--- src/rtl/flag_pkg.sv ---
package flag_pkg;

  localparam int DATA_W = 32;

  typedef enum logic [1:0] {
    OPC_ADD   = 2'd0,
    OPC_SUB   = 2'd1,
    OPC_LOGIC = 2'd2,
    OPC_LOG2  = 2'd3
  } opclass_e;

  // architected positions of each flag
  localparam int POS_CF    = 0;
  localparam int POS_PF    = 2;
  localparam int POS_AF    = 4;
  localparam int POS_ZF    = 6;
  localparam int POS_SF    = 7;
  localparam int POS_TF    = 8;
  localparam int POS_IE    = 9;
  localparam int POS_DF    = 10;
  localparam int POS_OF    = 11;
  localparam int POS_PL_LO = 12;
  localparam int POS_NT    = 14;
  localparam int POS_RF    = 16;
  localparam int POS_VM    = 17;

  localparam logic [DATA_W-1:0] FIXED_ONES = 32'h0000_0002;
  localparam logic [DATA_W-1:0] CTL_MASK   = 32'h0003_7700;
  localparam logic [DATA_W-1:0] STAT_MASK  = 32'h0000_08D5;

  typedef struct packed {
    logic ovf;
    logic sgn;
    logic zro;
    logic aux;
    logic par;
    logic cry;
  } stat_t;

  typedef struct packed {
    logic       vm;
    logic       rf;
    logic       nt;
    logic [1:0] pl;
    logic       dir;
    logic       ie;
    logic       trap;
  } ctl_t;

  function automatic ctl_t ctl_extract(input logic [DATA_W-1:0] w);
    ctl_t c;
    c.trap = w[POS_TF];
    c.ie   = w[POS_IE];
    c.dir  = w[POS_DF];
    c.pl   = w[POS_PL_LO+1:POS_PL_LO];
    c.nt   = w[POS_NT];
    c.rf   = w[POS_RF];
    c.vm   = w[POS_VM];
    return c;
  endfunction

  function automatic logic [DATA_W-1:0] pack_word(input stat_t s, input ctl_t c);
    logic [DATA_W-1:0] w;
    w                        = FIXED_ONES;
    w[POS_CF]                = s.cry;
    w[POS_PF]                = s.par;
    w[POS_AF]                = s.aux;
    w[POS_ZF]                = s.zro;
    w[POS_SF]                = s.sgn;
    w[POS_OF]                = s.ovf;
    w[POS_TF]                = c.trap;
    w[POS_IE]                = c.ie;
    w[POS_DF]                = c.dir;
    w[POS_PL_LO+1:POS_PL_LO] = c.pl;
    w[POS_NT]                = c.nt;
    w[POS_RF]                = c.rf;
    w[POS_VM]                = c.vm;
    return w;
  endfunction

endpackage

--- src/rtl/flag_lane_eval.sv ---
// Carry/borrow, overflow, sign and zero for one operand width.
module flag_lane_eval #(
  parameter int LANE_W = 8
) (
  input  logic [LANE_W-1:0] a,
  input  logic [LANE_W-1:0] b,
  input  logic [LANE_W-1:0] r,
  input  logic              is_sub,
  output logic              cf,
  output logic              of,
  output logic              sf,
  output logic              zf
);
  localparam int MSB = LANE_W - 1;

  logic a_t, b_t, r_t;

  always_comb begin
    a_t = a[MSB];
    b_t = b[MSB];
    r_t = r[MSB];
    if (is_sub) begin
      cf = (~a_t & b_t) | (~(a_t ^ b_t) & r_t);
      of = (a_t ^ b_t) & (a_t ^ r_t);
    end else begin
      cf = (a_t & b_t) | ((a_t ^ b_t) & ~r_t);
      of = ~(a_t ^ b_t) & (a_t ^ r_t);
    end
    sf = r_t;
    zf = ~|r;
  end
endmodule

--- src/rtl/flag_parity.sv ---
// Even-parity detect over the low slice of the result.
module flag_parity #(
  parameter int PAR_W = 8
) (
  input  logic [PAR_W-1:0] r_low,
  output logic             pf
);
  assign pf = ~^r_low;
endmodule

--- src/rtl/flag_state_reg.sv ---
// Holds status and control fields separately; output word is composed from the registers.
module flag_state_reg
  import flag_pkg::*;
#(
  parameter int WORD_W = DATA_W
) (
  input  logic              clk,
  input  logic              rst,
  input  logic              stat_we,
  input  stat_t             stat_d,
  input  logic              ctl_we,
  input  logic [WORD_W-1:0] ctl_word,
  output logic [WORD_W-1:0] word_q
);
  stat_t stat_q;
  ctl_t  ctl_q;

  always_ff @(posedge clk) begin
    if (rst) begin
      stat_q <= '0;
      ctl_q  <= '0;
    end else begin
      if (stat_we) stat_q <= stat_d;
      if (ctl_we)  ctl_q  <= ctl_extract(ctl_word);
    end
  end

  assign word_q = pack_word(stat_q, ctl_q);
endmodule

--- src/rtl/status_flag_unit.sv ---
module status_flag_unit
  import flag_pkg::*;
#(
  parameter int BASE_W    = 8,
  parameter int NUM_SIZES = 3,
  parameter int NIB_BIT   = 4
) (
  input  logic              clk,
  input  logic              rst,
  input  logic              upd_en,
  input  logic [1:0]        op_class,
  input  logic [1:0]        op_size,
  input  logic [DATA_W-1:0] src_a,
  input  logic [DATA_W-1:0] src_b,
  input  logic [DATA_W-1:0] result,
  input  logic              ctl_load,
  input  logic [DATA_W-1:0] ctl_data,
  output logic [DATA_W-1:0] flags_q
);
  localparam int TOP_IDX = NUM_SIZES - 1;

  logic [NUM_SIZES-1:0] lane_cf, lane_of, lane_sf, lane_zf;
  logic                 is_sub, is_logic;
  logic [1:0]           sel_idx;
  logic                 pf_w;
  stat_t                stat_next;
  stat_t                stat_prev;

  assign is_sub   = (opclass_e'(op_class) == OPC_SUB);
  assign is_logic = op_class[1];
  assign sel_idx  = (int'(op_size) > TOP_IDX) ? 2'(TOP_IDX) : op_size;

  for (genvar gi = 0; gi < NUM_SIZES; gi++) begin : g_lane
    localparam int LW = BASE_W << gi;
    flag_lane_eval #(.LANE_W(LW)) u_lane (
      .a      (src_a[LW-1:0]),
      .b      (src_b[LW-1:0]),
      .r      (result[LW-1:0]),
      .is_sub (is_sub),
      .cf     (lane_cf[gi]),
      .of     (lane_of[gi]),
      .sf     (lane_sf[gi]),
      .zf     (lane_zf[gi])
    );
  end

  flag_parity #(.PAR_W(BASE_W)) u_par (
    .r_low (result[BASE_W-1:0]),
    .pf    (pf_w)
  );

  assign stat_prev.cry = flags_q[POS_CF];
  assign stat_prev.par = flags_q[POS_PF];
  assign stat_prev.aux = flags_q[POS_AF];
  assign stat_prev.zro = flags_q[POS_ZF];
  assign stat_prev.sgn = flags_q[POS_SF];
  assign stat_prev.ovf = flags_q[POS_OF];

  always_comb begin
    stat_next.par = pf_w;
    stat_next.zro = lane_zf[sel_idx];
    stat_next.sgn = lane_sf[sel_idx];
    if (is_logic) begin
      stat_next.cry = 1'b0;
      stat_next.ovf = 1'b0;
      stat_next.aux = stat_prev.aux;
    end else begin
      stat_next.cry = lane_cf[sel_idx];
      stat_next.ovf = lane_of[sel_idx];
      stat_next.aux = src_a[NIB_BIT] ^ src_b[NIB_BIT] ^ result[NIB_BIT];
    end
  end

  flag_state_reg #(.WORD_W(DATA_W)) u_state (
    .clk      (clk),
    .rst      (rst),
    .stat_we  (upd_en),
    .stat_d   (stat_next),
    .ctl_we   (ctl_load),
    .ctl_word (ctl_data),
    .word_q   (flags_q)
  );
endmodule

--- config.mk ---
export PLATFORM = sky130hd
export DESIGN_NAME = status_flag_unit
export DESIGN_NICKNAME = d
export VERILOG_FILES = /design/src/rtl/flag_pkg.sv /design/src/rtl/flag_lane_eval.sv /design/src/rtl/flag_parity.sv /design/src/rtl/flag_state_reg.sv /design/src/rtl/status_flag_unit.sv
export SDC_FILE = /design/constraint.sdc
export NUM_CORES = 1
export LEC_CHECK = 0
export BUFFER_PORTS_ARGS = -buffer_cell sky130_fd_sc_hd__buf_2
export CAP_MARGIN = 20
export CORE_MARGIN = 8
export CORE_UTILIZATION = 27
export DETAILED_ROUTE_END_ITERATION = 12
export PLACE_DENSITY = 0.78
export SLEW_MARGIN = 20
export SYNTH_ARGS = -nofsm -noshare
export SYNTH_HDL_FRONTEND = slang
export SYNTH_SLANG_ARGS = --single-unit
--- constraint.sdc ---
create_clock -name clk -period 1.4 [get_ports clk]
set_clock_uncertainty 0.2 [all_clocks]
set_input_delay 0.07 -clock clk [delete_from_list [all_inputs] [get_ports clk]]
set_output_delay 0.07 -clock clk [all_outputs]
set_load 0.01 [all_outputs]
Word-level counts from Yosys, hierarchy flattened
Index checks and enable logic that the tools add are counted.
Widths: inputs -> output; s select.
{ "totals": {"latchBits": 0, "romBits": 0, "word_cells": 83, "mem_bits_rw": 0, "regBits": 14, "inputBits": 136, "output_inout_bits": 32, "memories": 0} }
{ "classes": {"reduce_logical": 8, "div": 0, "shifts": 0, "order_cmp": 2, "n_mul": 0, "n_eq_ne": 1, "muxes": 17, "add_sub_neg": 0, "bitwise": 42} }
{ "ops": {"columns": ["op", "n"], "rows": [
  ["$reduce_or 32->1", 1],
  ["$and 1x1->1", 18],
  ["$reduce_or 16->1", 1],
  ["$mux 1", 12],
  ["$not 1->1", 10],
  ["$bmux 1 s2", 4],
  ["$reduce_or 8->1", 1],
  ["$reduce_xnor 8->1", 1],
  ["$xor 1x1->1", 8],
  ["$or 1x1->1", 6],
  ["$logic_not 1->1", 3],
  ["$lt 2x3->1 const B", 1],
  ["$eq 2x1->1 const B", 1],
  ["$gt 2x2->1 const B", 1],
  ["$mux 2", 1],
  ["$reduce_and 2->1", 1]
]} }

Longest topological paths before layout
{ "depth": {"ltp_word": 8, "depth_mapped": 6, "mapped_depth_nobuf": 6} }

Hierarchy
A second synthesis with hierarchy kept.
{ "hier_totals": {"hier_cells": 141, "area_unflattened_um2": 1212.4} }
{ "modules_own_cells": {"columns": ["mod", "n_inst", "seq_area_each_um2", "area_per_inst_um2", "cells_each"], "rows": [
  ["flag_state_reg", 1, 280.3, 643.1, 65],
  ["flag_lane_eval (g_lane[2].u_lane)", 1, 0.0, 155.1, 22],
  ["status_flag_unit", 1, 0.0, 137.6, 18],
  ["flag_lane_eval (g_lane[1].u_lane)", 1, 0.0, 116.4, 15],
  ["flag_lane_eval (g_lane[0].u_lane)", 1, 0.0, 98.8, 14],
  ["flag_parity", 1, 0.0, 61.3, 7]
]} }

Worst setup path after synthesis
OpenSTA, ideal clock, no wires.
{ "synth_path": {"kind": "input port to flip-flop", "from": "input src_a[7]", "to": "register u_state.stat_q, in the netlist u_state.word_q[0]", "required_time_ns": 1.083, "n_path_buf": 0, "arrival_time_ns": 1.246, "stages": 6, "setup_time_ns": 0.117, "setup_slack_ns": -0.163, "cell_sequence": "inv_1 ha_1 a211oi_2 a211oi_2 a311o_1 a32o_1"} }
{ "synth_between": {"elab_chain_cells": 8, "word_cells_on_any_way": 13, "classes_between": "mux (4); bitwise (9)"} }
{ "synth_rtl": {"columns": ["item", "line", "text"], "rows": [
  ["start, declared", "status_flag_unit.sv:13", "input logic [DATA_W-1:0] src_a,"],
  ["$xor 1x1->1", "flag_lane_eval.sv:23, flag_lane_eval.sv:26", null],
  ["$not 1->1", "flag_lane_eval.sv:23", "cf = (~a_t & b_t) | (~(a_t ^ b_t) & r_t);"],
  ["$and 1x1->1", "flag_lane_eval.sv:23", null],
  ["$or 1x1->1", "flag_lane_eval.sv:23", null],
  ["$mux 1 (*)", "flag_lane_eval.sv:22", "if (is_sub) begin"],
  ["$bmux 1 s2 (*)", "status_flag_unit.sv:68", "stat_next.cry = lane_cf[sel_idx];"],
  ["$mux 1 (implied by the code) (*)", "status_flag_unit.sv:68", null],
  ["$mux 1 (*)", "status_flag_unit.sv:63", "if (is_logic) begin"],
  ["end signal, assigned", "flag_state_reg.sv:23", "if (stat_we) stat_q <= stat_d;"],
  ["end, declared", "flag_state_reg.sv:15", "stat_t stat_q;"]
]} }
Mark *: on every way between the ends. The rest lies on a longest branch, timed or not. The select of a mux whose other input is x is not followed.
A chain may end at the register's enable or synchronous reset.

Worst setup path after layout
{ "layout_path": {"from": "input op_size[1]", "to": "register u_state.stat_q, in the netlist u_state.word_q[0]"} }
{ "layout_between": {"elab_chain_cells": 5} }
{ "layout_rtl": {"columns": ["item", "line", "text"], "rows": [
  ["start, declared", "status_flag_unit.sv:12", "input logic [1:0] op_size,"],
  ["$gt 2x2->1", "status_flag_unit.sv:31", "assign sel_idx = (int'(op_size) > TOP_IDX) ? 2'(TOP_IDX) : op_size;"],
  ["$mux 2 (*)", "status_flag_unit.sv:31", null],
  ["$bmux 1 s2 (*)", "status_flag_unit.sv:68", null],
  ["$mux 1 (implied by the code) (*)", "status_flag_unit.sv:68", null],
  ["$mux 1 (*)", "status_flag_unit.sv:63", null]
]} }
Marked as above.

==> results.json <==
{
  "grt_max_degree": 13,
  "layout-drive-gt1-share": 0.423,
  "reg2reg_to": "u_state.word_q[11]",
  "synth_cell_type_count": 31,
  "grt_pass1_vias": 1208,
  "synthCells": 130,
  "synthTopCellsByCount": "19 x buf_4, 15 x nor2_1, 14 x dfxtp_1",
  "overflow": 0,
  "worstSetupPathType": "in2reg",
  "status": "finished clean",
  "p_leak_nw": 0.910,
  "required_ns": 1.34,
  "dp_hpwl_um": 2880,
  "pwr-share-clk": 0.316,
  "final_nets": 367,
  "drc": 0,
  "r2r_setup_slack_ns": 0.50,
  "critical_path_arrival_ns": 1.31,
  "drt_iter0_markers": 23,
  "cts_tree": "built",
  "largest_register_ffs": 14,
  "grt_pass1_wl_um": 5320,
  "grt.total_usage": 0.102,
  "hold_viol_final": 0,
  "diodes": 0,
  "setup_viol": 0,
  "swShare": 0.280,
  "via_per_inst": 4.21,
  "r2r_cells": 2,
  "cp-start-kind": "primary input",
  "dieHeight_um": 80.5,
  "yosysTopAreaCellShare": 0.249,
  "slew_violations": 0,
  "routabilityCongestion": 0.689,
  "fmax_mhz": 728,
  "dieArea_mm2": 0.00648,
  "cts_buffer_depth": 2,
  "synth.most_common_cell": "buf_4",
  "final.setup.tns_ns": 0,
  "wl_per_cell_um": 12.6,
  "routed_wl_um": 3410,
  "synthesis.area_mm2": 0.00112,
  "cts_sinks": 14,
  "timing.final.crit_share": 0.981,
  "p_switching_mw": 0.346,
  "root_buffer": "clkbuf_8",
  "ctsHtreeMaxLevel": 1,
  "synth_sequential_area_ratio": 0.249,
  "antenna_found_initial": 0,
  "worstReg2RegStart": "u_state.word_q[11]",
  "p_int_mw": 0.890,
  "synth_async_sr_flop_share": 0,
  "antenna_left": 0,
  "area_delta_synth_final_pct": 52.9,
  "hold_ws_ns": 0.00665,
  "io_pins": 168,
  "core_area_mm2": 0.00400,
  "clock_latency_ns": 0.24,
  "peakVddDrop_uv": 473,
  "synthTopCellsByArea": "dfxtp_1 25%, buf_4 13%, ha_1 11%",
  "seqPwrFrac": 0.353,
  "crit_end": "u_state.word_q[0]",
  "first_pass_iters": 3,
  "cts_setup_buffers": 0,
  "dr_total_vias": 1136,
  "synth.avg_cell_area_um2": 8.64,
  "synth_flop_cell": "dfxtp_1",
  "cp_max_fo": 7,
  "clk_pin_slew_ns": 0.06,
  "power.density_mw_per_mm2": 720,
  "fp.dieW_um": 80.5,
  "hold_class": "in2reg",
  "io_buffers": 69,
  "final.min_clock_period_ns": 1.37,
  "start_util": 0.281,
  "synth_top_cell_by_area": "dfxtp_1",
  "cts_buffers": 3,
  "worstSetupStartpoint": "op_size[1]",
  "p_comb_frac": 0.331,
  "ys_ff_latch": 14,
  "synth_edf_count": 0,
  "max_cap_viol_count": 0,
  "rsz0062_at_grt": "false",
  "end_kind": "register",
  "fillers": 419,
  "std_cell_rows": 23,
  "yosysWarnings": 0
}
-- critical path: stages --
cell and delay, ns:
dlygate4sd3_1 0.53, buf_2 0.16, a311o_1 0.31, a32o_1 0.23
-- stage by stage --
step / utilization / std cells / cell area [um^2] / setup WS, ns / total power [mW]
2_1_floorplan: - / 146 / 1210 / 0.0352 / 0.691
3_3_place_gp: 0.385 / 254 / 1540 / -0.117 / 0.815
3_5_place_dp: 0.385 / 254 / 1540 / -0.138 / 0.824
4_1_cts: 0.429 / 270 / 1720 / 0.0184 / 1.25
5_1_grt: 0.429 / 270 / 1720 / 0.000247 / 1.31
6_report: 0.429 / 270 / 1720 / 0.0259 / 1.24
-- layout make-up --
| class | count | area [um^2] | share of cell area |
|---|---|---|---|
| timing repair buffer | 92 | 548 | 0.319 |
| sequential | 14 | 280 | 0.163 |
| multi-input combinational | 97 | 723 | 0.421 |
| inverter | 13 | 48.8 | 0.0284 |
| clock buffer | 4 | 55.1 | 0.0320 |
| tap | 50 | 62.6 | 0.0364 |
-- layout by cell type, fill, tap and decap left out, types with 2 or more instances in the layout --
| cell type | n |
|---|---|
| buf_2 | 69 |
| conb_1 | 18 |
| nor2_1 | 14 |
| dfxtp_1 | 14 |
| mux2i_1 | 12 |
| dlygate4sd3_1 | 12 |
| inv_1 | 11 |
| buf_4 | 11 |
| xnor2_1 | 10 |
| ha_1 | 8 |
| nor4_1 | 7 |
| clkbuf_8 | 4 |
| o21ai_0 | 3 |
| inv_2 | 2 |
| nand2b_1 | 2 |
| a211oi_2 | 2 |
| nand4_1 | 2 |
| nand2_1 | 2 |
| ha_4 | 2 |
-- worst min-delay path by stage --
stage | startpoint | to | slack, ns | cells past startpoint
floorplan | rst | u_state.word_q[7] | -0.06 | 1
global route | rst | u_state.word_q[11] | 0.03 | 3
global placement | ctl_data[17] | u_state.word_q[17] | 0.10 | 3
detailed placement | ctl_data[8] | u_state.word_q[8] | 0.11 | 3
CTS | result[4] | u_state.word_q[4] | 0.006 | 4
finish | result[4] | u_state.word_q[4] | 0.007 | 4
-- cell families (layout without fill, tap and decap cells) --
kind of cell	count (synthesis)	count (layout)	synth area share
other	2	18	0.00668
AND/OR/NAND/NOR	30	30	0.134
buffers and inverters	35	109	0.188
adder cells (fa/ha/maj)	10	10	0.111
flip-flops	14	14	0.249
multiplexers	12	12	0.107
AO/OA/AOI/OAI	16	16	0.118
XOR/XNOR	11	11	0.0857
-- power by group through the flow --
stage,clock network [mW],registers (mW),logic [mW]
final,0.391,0.437,0.409
after global routing,0.415,0.440,0.457
after CTS,0.403,0.436,0.408
after detailed placement,0,0.445,0.379
after global placement,0,0.444,0.371
after floorplan,0,0.457,0.234
-- timing repair --
item | in CTS | in global routing
endpoints found under the hold margin | 12 | 0
setup endpoints to repair | 0 | 1
hold buffers | 12 | 0
resized for setup | 0 | 1
-- metal layers --
layer	global-route usage	vias to the layer above	wire length, um
li1	-	589	-
met1	0.116	500	1400
met2	0.179	43	1690
met3	0.0301	4	296
met4	0.0273	0	19
met5	0	-	0
(Power assumes the default switching activity.)
